<file path="config.mk">
export PLATFORM = sky130hd
export DESIGN_NAME = pattern_snapshot
export DESIGN_NICKNAME = d
export VERILOG_FILES = /design/src/rtl/snap_pkg.sv /design/src/rtl/rx_history.sv /design/src/rtl/latch_fsm.sv /design/src/rtl/snap_regs.sv /design/src/rtl/pattern_snapshot.sv
export SDC_FILE = /design/constraint.sdc
export NUM_CORES = 1
export LEC_CHECK = 0
export ABC_AREA = 1
export BUFFER_PORTS_ARGS = -buffer_cell sky130_fd_sc_hd__buf_4
export CAP_MARGIN = 20
export CORE_UTILIZATION = 56
export DETAILED_ROUTE_END_ITERATION = 8
export PLACE_DENSITY = 0.79
export SYNTH_ARGS = -nofsm -noshare
export SYNTH_HDL_FRONTEND = slang
export SYNTH_HIERARCHICAL = 1
export SYNTH_SLANG_ARGS = --single-unit
</file>
<file path="constraint.sdc">
create_clock -name clk -period 1.53 [get_ports clk]
set_input_delay 0.459 -clock clk [delete_from_list [all_inputs] [get_ports clk]]
set_output_delay 0.459 -clock clk [all_outputs]
set_load 0.005 [all_outputs]
</file>
<file path="src/rtl/snap_pkg.sv">
package snap_pkg;
    typedef enum logic {
        LS_IDLE = 1'b0,
        LS_HELD = 1'b1
    } latch_state_t;
endpackage

</file>
<file path="src/rtl/rx_history.sv">
module rx_history #(
    parameter int DATA_W = 32
) (
    input  logic              clk,
    input  logic              rst_n,
    input  logic              rx_bit,
    input  logic              rx_en,
    output logic [DATA_W-1:0] hist
);
    always_ff @(posedge clk or negedge rst_n) begin
        if (!rst_n) begin
            hist <= '0;
        end else if (rx_en) begin
            hist <= {hist[DATA_W-2:0], rx_bit};
        end
    end
endmodule

</file>
<file path="src/rtl/latch_fsm.sv">
module latch_fsm
    import snap_pkg::*;
(
    input  logic clk,
    input  logic rst_n,
    input  logic req,
    output logic capture
);
    latch_state_t state_q, state_d;

    // State register
    always_ff @(posedge clk or negedge rst_n) begin
        if (!rst_n) begin
            state_q <= LS_IDLE;
        end else begin
            state_q <= state_d;
        end
    end

    // Next state and output
    always_comb begin
        state_d = state_q;
        capture = 1'b0;
        unique case (state_q)
            LS_IDLE: begin
                if (req) begin
                    capture = 1'b1;
                    state_d = LS_HELD;
                end
            end
            LS_HELD: begin
                if (!req) begin
                    state_d = LS_IDLE;
                end
            end
        endcase
    end
endmodule

</file>
<file path="src/rtl/snap_regs.sv">
module snap_regs #(
    parameter int          DATA_W    = 32,
    parameter int          BYTE_W    = 8,
    parameter int          ADDR_W    = 8,
    parameter logic [7:0]  BASE_ADDR = 8'h10
) (
    input  logic              clk,
    input  logic              rst_n,
    input  logic              capture,
    input  logic              in_sync,
    input  logic [DATA_W-1:0] hist,
    input  logic [DATA_W-1:0] lock_pat,
    input  logic              rd_en,
    input  logic [ADDR_W-1:0] rd_addr,
    output logic [BYTE_W-1:0] rd_data,
    output logic [DATA_W-1:0] snap
);
    localparam int NUM_BYTES = DATA_W / BYTE_W;

    logic [BYTE_W-1:0] sel;

    always_ff @(posedge clk or negedge rst_n) begin
        if (!rst_n) begin
            snap <= '0;
        end else if (capture) begin
            snap <= in_sync ? lock_pat : hist;
        end
    end

    // Most significant byte sits at the lowest address
    always_comb begin
        sel = '0;
        for (int i = 0; i < NUM_BYTES; i++) begin
            if (rd_addr == ADDR_W'(int'(BASE_ADDR) + i)) begin
                sel = snap[(NUM_BYTES-1-i)*BYTE_W +: BYTE_W];
            end
        end
    end

    always_ff @(posedge clk or negedge rst_n) begin
        if (!rst_n) begin
            rd_data <= '0;
        end else begin
            rd_data <= rd_en ? sel : '0;
        end
    end
endmodule

</file>
<file path="src/rtl/pattern_snapshot.sv">
module pattern_snapshot #(
    parameter int          DATA_W    = 32,
    parameter int          BYTE_W    = 8,
    parameter int          ADDR_W    = 8,
    parameter logic [7:0]  BASE_ADDR = 8'h10
) (
    input  logic              clk,
    input  logic              rst_n,
    input  logic              rx_bit,
    input  logic              rx_en,
    input  logic              in_sync,
    input  logic [DATA_W-1:0] lock_pat,
    input  logic              latch_ctl,
    input  logic              latch_pin,
    input  logic              rd_en,
    input  logic [ADDR_W-1:0] rd_addr,
    output logic [BYTE_W-1:0] rd_data
);
    logic [DATA_W-1:0] hist_w;
    logic [DATA_W-1:0] snap_w;
    logic              capture_w;

    rx_history #(.DATA_W(DATA_W)) u_hist (
        .clk    (clk),
        .rst_n  (rst_n),
        .rx_bit (rx_bit),
        .rx_en  (rx_en),
        .hist   (hist_w)
    );

    latch_fsm u_fsm (
        .clk     (clk),
        .rst_n   (rst_n),
        .req     (latch_ctl | latch_pin),
        .capture (capture_w)
    );

    snap_regs #(
        .DATA_W    (DATA_W),
        .BYTE_W    (BYTE_W),
        .ADDR_W    (ADDR_W),
        .BASE_ADDR (BASE_ADDR)
    ) u_regs (
        .clk      (clk),
        .rst_n    (rst_n),
        .capture  (capture_w),
        .in_sync  (in_sync),
        .hist     (hist_w),
        .lock_pat (lock_pat),
        .rd_en    (rd_en),
        .rd_addr  (rd_addr),
        .rd_data  (rd_data),
        .snap     (snap_w)
    );
endmodule

</file>
==> key figures, run 1 <==
Logic synthesis
  – Largest area contributor in the netlist: dfrtp_1
  – Unique masters post-synth: 24
  – Seq/Total Area, Yosys: 53.1%
  – Ranking of synthesized cells by area: dfrtp_1 (53%), nand2_1 (19%), nor2_1 (5.7%)
  – Post-Synthesis Cells: 420
  – Most frequent cells after synthesis: nand2_1 (170), dfrtp_1 (73), nor2_1 (52)
  – Mean Syn Cell Area: 8.19 µm²
  – Ys Warns: 6
  – Synthesized net count: 468
  – Most common cell in the netlist: nand2_1
  – Post-synthesis sequential element count: 73
  – EDFF count, synth: 0
  – Ys flop type: dfrtp_1
  – Post-synth ARST share: 100%
  – Synth Cell Area: 3440 µm²
  – Share of the synthesized area in the top cell type: 53.1%

Critical path
  – CP Max Fanout: 1
  – Endpoint type of the worst setup path: primary output
  – FF-to-FF path depth: 4
  – Setup crit start kind: flip-flop
  – Worst path depth: 1
  – Register-to-Register Setup Slack: 0.34 ns
  – Critical path class: reg2out
  – Top cell family by delay on the critical path: flip-flops
  – Worst EP arrival: 0.84 ns
  – Critical Path RT: 1.07 ns
  – Critical-path cell list: buf_4
  – Max incr delay on CP: 0.37 ns
  – RR Startpoint: u_fsm/state_q$_DFF_PN0_
  – Worst Path Buf+Inv: 1
  – CP Capture Point: rd_data[6]
  – R2R Path End: u_regs/snap[10]$_DFFE_PN0P_
  – Worst path slowest cell: dfrtp_1
  – CP startpoint: u_regs/rd_data[6]$_DFF_PN0_

STA
  – Finish-stage setup viols: 0
  – Final hold violations: 0
  – Max-slew violation count: 0
  – Fin Setup TNS: 0 ns
  – Worst Tran Pin Value: 0.377 ns
  – Clock Skew: 0.00480 ns
  – Minimum clock period: 1.30 ns
  – Period Utilization, post-route: 85.1%
  – Fin Hold WS: 0.108 ns
  – Max Freq: 768 MHz
  – RSZ-0062 raised after global routing: no
  – Slew headroom: 74.8%

CTS
  – CTS HTree Levels: 3
  – CTS tree: done
  – Max Root-Sink Buffers: 2
  – Clock transition at path regs: 0.07 ns
  – Root buf cell: clkbuf_8
  – Post-CTS Hold Fix Bufs: 0
  – CTS sink cnt: 73
  – CTS buffer count: 9
  – Post-CTS Resized: 0
  – Skew-Pair Late Insertion Delay: 0.34 ns
  – Setup repair bufs after CTS: 0

Global routing
  – Met1 Resource Use GR: 34.8%
  – Grt peak-use layer: met2
  – Vias in the first global route: 2691
  – Total congestion overflow: 0
  – Routing usage on met3: 7.50%
  – First-pass GRT wire length: 12500 µm
  – Gr usage total: 26.3%
  – Initial antenna violation count: 0
  – Largest net degree at the start of global routing: 74
  – Met2 usage: 41.9%

Drt
  – DRT antenna net count: 0
  – Iteration-0 DRC count of the detailed router: 219
  – Via density: 5.21
  – WL/cell: 13.5 µm
  – Via count: 2873
  – DR DRC count: 0
  – DRT Pass-1 Iters: 4
  – Post-Route WL: 7450 µm

Power
  – Power density relative to cell area: 1130 nW/µm²
  – VDD IR max: 0.735 mV
  – Leak pwr: 2.11 nW

Worst hold path
  – Hold Path Class: in2async

Final layout
  – Layout cells sized above 1: 21.2%
  – Final core utilization: 69.3%
  – N_diodes: 0
  – Nets: 519
  – P&R area growth vs syn: 19.3%

Placed design
  – Final HPWL DP: 5120 µm
  – Port Buffers: 55
  – Placer congestion estimate: 0.790

Floorplanning
  – Die ar.: 6460 µm²
  – Initial Util: 58.1%
  – Num ports: 56
  – Core Box Area: 5920 µm²
  – Die H: 80.4 µm
  – Num rows: 28
  – Die width: 80.4 µm

Status
  – Outcome: completed

Flow run
  – Number of max-cap violations: 0
==> cell usage in the layout, fill, tap and decap left out <==
cell	instances
nand2_1	170
dfrtp_1	73
buf_4	58
nor2_1	52
a31oi_1	28
nand3_1	16
inv_1	14
nand2_2	13
clkbuf_8	9
o21ai_1	8
buf_12	4
nor2_4	4
a21oi_1	4
o21ai_0	4
o22ai_1	4
clkinvlp_4	2
bufinv_16	2
clkbuf_1	2
inv_2	2
nor2_2	2
clkinv_2	1
inv_8	1
nor2_8	1
nand2_4	1
nand3_4	1
==> cell type report <==
cell class | count | area (µm²)
multi-input combinational | 308 | 1380
inverter | 17 | 71.3
sequential | 73 | 1830
clock buffer | 11 | 131
clock inverter | 5 | 80.1
timing repair buffer | 62 | 515
tap | 75 | 93.8
fill | 495 | 1820
==> metal layers <==
layer	part of all wire, %	up-vias
met5	0	-
met4	1.7	0
met3	5.6	12
met2	48	78
met1	45	1351
li1	-	1432
==> power by group <==
group          switching [mW]  leakage [nW]  total (mW)  internal (mW)
Combinational           0.351          1.08       0.636          0.285
Clock                   0.700        0.0995        1.62          0.916
Sequential              0.202         0.926        2.39           2.19
Total                    1.25          2.11        4.65           3.39
==> state kept, by name, summed over array words and instances, names as in the netlist <==
name            flops
u_regs/rd_data      8
u_regs/snap        32
u_fsm/state_q       1
u_hist/hist        32
==> worst min-delay path by stage <==
stage                                  endpoint  slack [ns]                   startpoint
CTS                 u_regs/rd_data[0]$_DFF_PN0_        0.12                        rst_n
global placement    u_hist/hist[22]$_DFFE_PN0P_        0.48  u_hist/hist[22]$_DFFE_PN0P_
floorplan               u_fsm/state_q$_DFF_PN0_        0.16                        rst_n
global route         u_regs/snap[0]$_DFFE_PN0P_        0.12                        rst_n
detailed placement  u_hist/hist[19]$_DFFE_PN0P_        0.48  u_hist/hist[19]$_DFFE_PN0P_
finish               u_regs/snap[0]$_DFFE_PN0P_        0.11                        rst_n
==> cell families after synthesis <==
family / Yosys count / synth area share [%]
flip-flops: 73 / 53.1
AO/OA/AOI/OAI: 48 / 8.15
buffers and inverters: 39 / 6.84
AND/OR/NAND/NOR: 260 / 31.9
==> per-stage QoR <==
stage	total power [mW]	cell area, µm²	instances	worst slack (ns)
6_report	4.65	4100	551	0.228
4_1_cts	4.67	4100	551	0.212
3_3_place_gp	3.03	3890	535	0.140
5_1_grt	4.88	4100	551	0.189
3_5_place_dp	3.07	3890	535	0.0880
2_1_floorplan	2.78	3440	420	0.196
Note: power is estimated with default switching activity, not from simulation.
==> run 2: changes to the inputs <==
--- a/config.mk
+++ b/config.mk
@@ -5,12 +5,13 @@
 export SDC_FILE = /design/constraint.sdc
 export NUM_CORES = 1
 export LEC_CHECK = 0
-export ABC_AREA = 1
+export ABC_AREA = 0
 export BUFFER_PORTS_ARGS = -buffer_cell sky130_fd_sc_hd__buf_4
 export CAP_MARGIN = 20
 export CORE_UTILIZATION = 56
 export DETAILED_ROUTE_END_ITERATION = 8
-export PLACE_DENSITY = 0.79
+export MAX_ROUTING_LAYER = met4
+export PLACE_DENSITY = 0.8
 export SYNTH_ARGS = -nofsm -noshare
 export SYNTH_HDL_FRONTEND = slang
 export SYNTH_HIERARCHICAL = 1
==> run 2 against run 1 <==
- sequential cell count unchanged
- global-route usage decreased by 3.2 points
- critical path depth unchanged
- hold slack improved by 0.0055 ns
- register-to-register slack about the same
- die area decreased by 3.6%
- clock skew increased by 0.0049 ns
- area after synthesis decreased by 3.7%
- utilization increased by 2.0 points
- non-clock buffer count decreased by 1
- power increased by 23%
- largest power group unchanged
==> key figures, run 2 <==
Global routing
  – Total congestion overflow: 0 (unchanged)
  – Gr usage total: 23.1% (-3.2 points)
  – Met1 Resource Use GR: 29.5% (-5.3 points)
  – Initial antenna violation count: 0 (unchanged)
  – Largest net degree at the start of global routing: 74 (unchanged)
  – First-pass GRT wire length: 10200 µm (-19%)
  – Met2 usage: 34.4% (-7.5 points)
  – Grt peak-use layer: met2
  – Vias in the first global route: 2053 (-24%)
  – Routing usage on met3: 7.47% (-0.029 points)

Critical path
  – R2R Path End: u_regs/rd_data[6]$_DFF_PN0_
  – Worst path slowest cell: dfrtp_1
  – Endpoint type of the worst setup path: primary output
  – Critical Path RT: 1.07 ns (about the same)
  – Register-to-Register Setup Slack: 0.34 ns (about the same)
  – RR Startpoint: u_regs/snap[14]$_DFFE_PN0P_
  – Setup crit start kind: flip-flop
  – Top cell family by delay on the critical path: flip-flops
  – Worst Path Buf+Inv: 1 (unchanged)
  – FF-to-FF path depth: 2 (-2)
  – Worst EP arrival: 0.86 ns (+0.02 ns)
  – Max incr delay on CP: 0.39 ns (+0.02 ns)
  – CP Max Fanout: 1 (unchanged)
  – Critical-path cell list: buf_4
  – Critical path class: reg2out

CTS
  – CTS buffer count: 9 (unchanged)
  – Setup repair bufs after CTS: 0 (unchanged)
  – Post-CTS Resized: 0 (unchanged)
  – Post-CTS Hold Fix Bufs: 0 (unchanged)
  – Skew-Pair Late Insertion Delay: 0.35 ns (about the same)
  – Root buf cell: clkbuf_8
  – CTS tree: done
  – CTS sink cnt: 73 (unchanged)
  – Max Root-Sink Buffers: 2 (unchanged)
  – CTS HTree Levels: 3 (unchanged)
  – Clock transition at path regs: 0.07 ns (about the same)

Floorplanning
  – Num ports: 56 (unchanged)
  – Die width: 78.9 µm (-1.8%)
  – Num rows: 27 (-3.6%)
  – Core Box Area: 5610 µm² (-5.3%)
  – Die ar.: 6220 µm² (-3.6%)
  – Initial Util: 59.0% (+0.96 points)
  – Die H: 78.9 µm (-1.8%)

Status
  – Outcome: completed

Logic synthesis
  – Post-synthesis sequential element count: 73 (unchanged)
  – Mean Syn Cell Area: 13.9 µm² (+70%)
  – EDFF count, synth: 0 (unchanged)
  – Ranking of synthesized cells by area: dfrtp_1 (55%), mux2_4 (14%), mux2i_1 (9.7%)
  – Synth Cell Area: 3310 µm² (-3.7%)
  – Ys Warns: 6 (unchanged)
  – Seq/Total Area, Yosys: 55.2% (+2.0 points)
  – Ys flop type: dfrtp_1
  – Share of the synthesized area in the top cell type: 55.2% (+2.0 points)
  – Most common cell in the netlist: dfrtp_1
  – Largest area contributor in the netlist: dfrtp_1
  – Post-synth ARST share: 100% (unchanged)
  – Most frequent cells after synthesis: dfrtp_1 (73), a21oi_1 (32), mux2i_1 (32), nor2_1 (32), mux2_4 (30)
  – Synthesized net count: 286 (-39%)
  – Unique masters post-synth: 19 (-21%)
  – Post-Synthesis Cells: 238 (-43%)

Drt
  – Via count: 2041 (-29%)
  – Via density: 5.52 (+5.8%)
  – Post-Route WL: 6250 µm (-16%)
  – DRT Pass-1 Iters: 4 (unchanged)
  – DR DRC count: 0 (unchanged)
  – Iteration-0 DRC count of the detailed router: 125 (-43%)
  – DRT antenna net count: 0 (unchanged)
  – WL/cell: 16.9 µm (+25%)

Final layout
  – Fill count: 404 (-18%)
  – Layout cells sized above 1: 39.9% (+19 points)
  – Most frequent cells in the layout: dfrtp_1 (73), buf_4 (56), mux2i_1 (32), nor2_1 (32), a21oi_1 (32)
  – Top Registers: u_hist/hist x32, u_regs/snap x32, u_regs/rd_data x8
  – Nets: 341 (-34%)
  – Commonest non-fill, non-tap cell in the layout: dfrtp_1
  – FF+latch area: 1830 µm² (unchanged)
  – Final core utilization: 71.2% (+2.0 points)
  – Finished Layout Cells: 370 (-33%)
  – P&R area growth vs syn: 20.6%
  – N_diodes: 0 (unchanged)
  – Area of the multi-input gates: 1340 µm² (-2.9%)

STA
  – Period Utilization, post-route: 86.5% (+1.4 points)
  – Slew headroom: 74.9% (about the same)
  – Final hold violations: 0 (unchanged)
  – Clock Skew: 0.00973 ns (+0.00493 ns)
  – Max Freq: 756 MHz (-1.6%)
  – Finish-stage setup viols: 0 (unchanged)
  – Worst Tran Pin Value: 0.376 ns (-0.00106 ns)
  – Max-slew violation count: 0 (unchanged)
  – Minimum clock period: 1.32 ns (+0.0207 ns)
  – RSZ-0062 raised after global routing: no
  – Fin Setup TNS: 0 ns (unchanged)
  – Worst setup margin: 0.207 ns (-0.0207 ns)

Power
  – Combinational share of power: 22.0% (+8.3 points)
  – Power density relative to cell area: 1430 nW/µm² (+26%)
  – Power, Total: 5.70 mW (+23%)
  – VDD IR max: 0.790 mV (+7.5%)
  – Clk pwr share: 27.5% (-7.3 points)
  – Sequential share of power: 50.5% (-1.0 points)
  – Sw frac: 26.7% (-0.27 points)
  – Internal: 4.18 mW (+23%)
  – Leak pwr: 1.96 nW (-7.0%)
  – Sw Pwr: 1.52 mW (+22%)

Placed design
  – Place WS: 0.0540 ns (-0.0341 ns)
  – Final HPWL DP: 4230 µm (-17%)
  – Port Buffers: 55 (unchanged)
  – Placer congestion estimate: 0.763 (-3.4%)
  – Dpl cells: 354 (-34%)

Flow run
  – Number of max-cap violations: 0 (unchanged)

Worst hold path
  – Hold Path Class: in2async
-- run 2: area by class of cell --
class / instances / area share (%)
well taps: 72 / 2.26
clock inverters: 4 / 1.25
multi-input cells: 148 / 33.6
repair buffers: 61 / 13.0
clock buffers: 12 / 4.14
flip-flops and latches: 73 / 45.7
-- run 2: per-stage QoR --
stage          hold WS (ns)  area [µm²]
3_5_place_dp          0.496        3780
5_1_grt               0.128        3990
4_1_cts               0.118        3990
2_1_floorplan         0.163        3310
3_3_place_gp          0.491        3780
6_report              0.114        3990
-- run 2: how the worst max path moves through the flow --
stage                                start                     endpoint  slack [ns]  depth (start not counted)
2_1_floorplan                    latch_pin  u_regs/snap[20]$_DFFE_PN0P_        0.12                          6
3_3_place_gp                    rd_addr[0]  u_regs/rd_data[0]$_DFF_PN0_        0.09                          3
3_5_place_dp                    rd_addr[0]  u_regs/rd_data[6]$_DFF_PN0_        0.05                          3
4_1_cts        u_regs/rd_data[6]$_DFF_PN0_                   rd_data[6]        0.19                          1
5_1_grt        u_regs/rd_data[2]$_DFF_PN0_                   rd_data[2]        0.18                          1
6_report       u_regs/rd_data[6]$_DFF_PN0_                   rd_data[6]        0.21                          1
-- run 2: routing by layer --
metal	wire, µm	part of all wire, %	up-vias
li1	-	-	951
met2	3040	49	53
met5	0	0	-
met3	289	4.6	12
met4	131	2.1	0
met1	2790	45	1025
-- run 2: power by group through the flow --
stage / clock, mW / sequential [mW] / combinational [mW]
3_3_place_gp: 0 / 2.89 / 1.20
4_1_cts: 1.61 / 2.88 / 1.26
2_1_floorplan: 0 / 2.75 / 0.993
5_1_grt: 1.69 / 2.96 / 1.36
3_5_place_dp: 0 / 2.91 / 1.24
6_report: 1.57 / 2.88 / 1.26
-- run 2: cell families (layout without fill, tap and decap cells) --
group	Yosys count	in the layout	share of synthesized area (%)
compound gates	32	32	4.84
buf+inv	17	77	4.31
flops	73	73	55.2
mux	72	72	29.4
simple gates	44	44	6.27
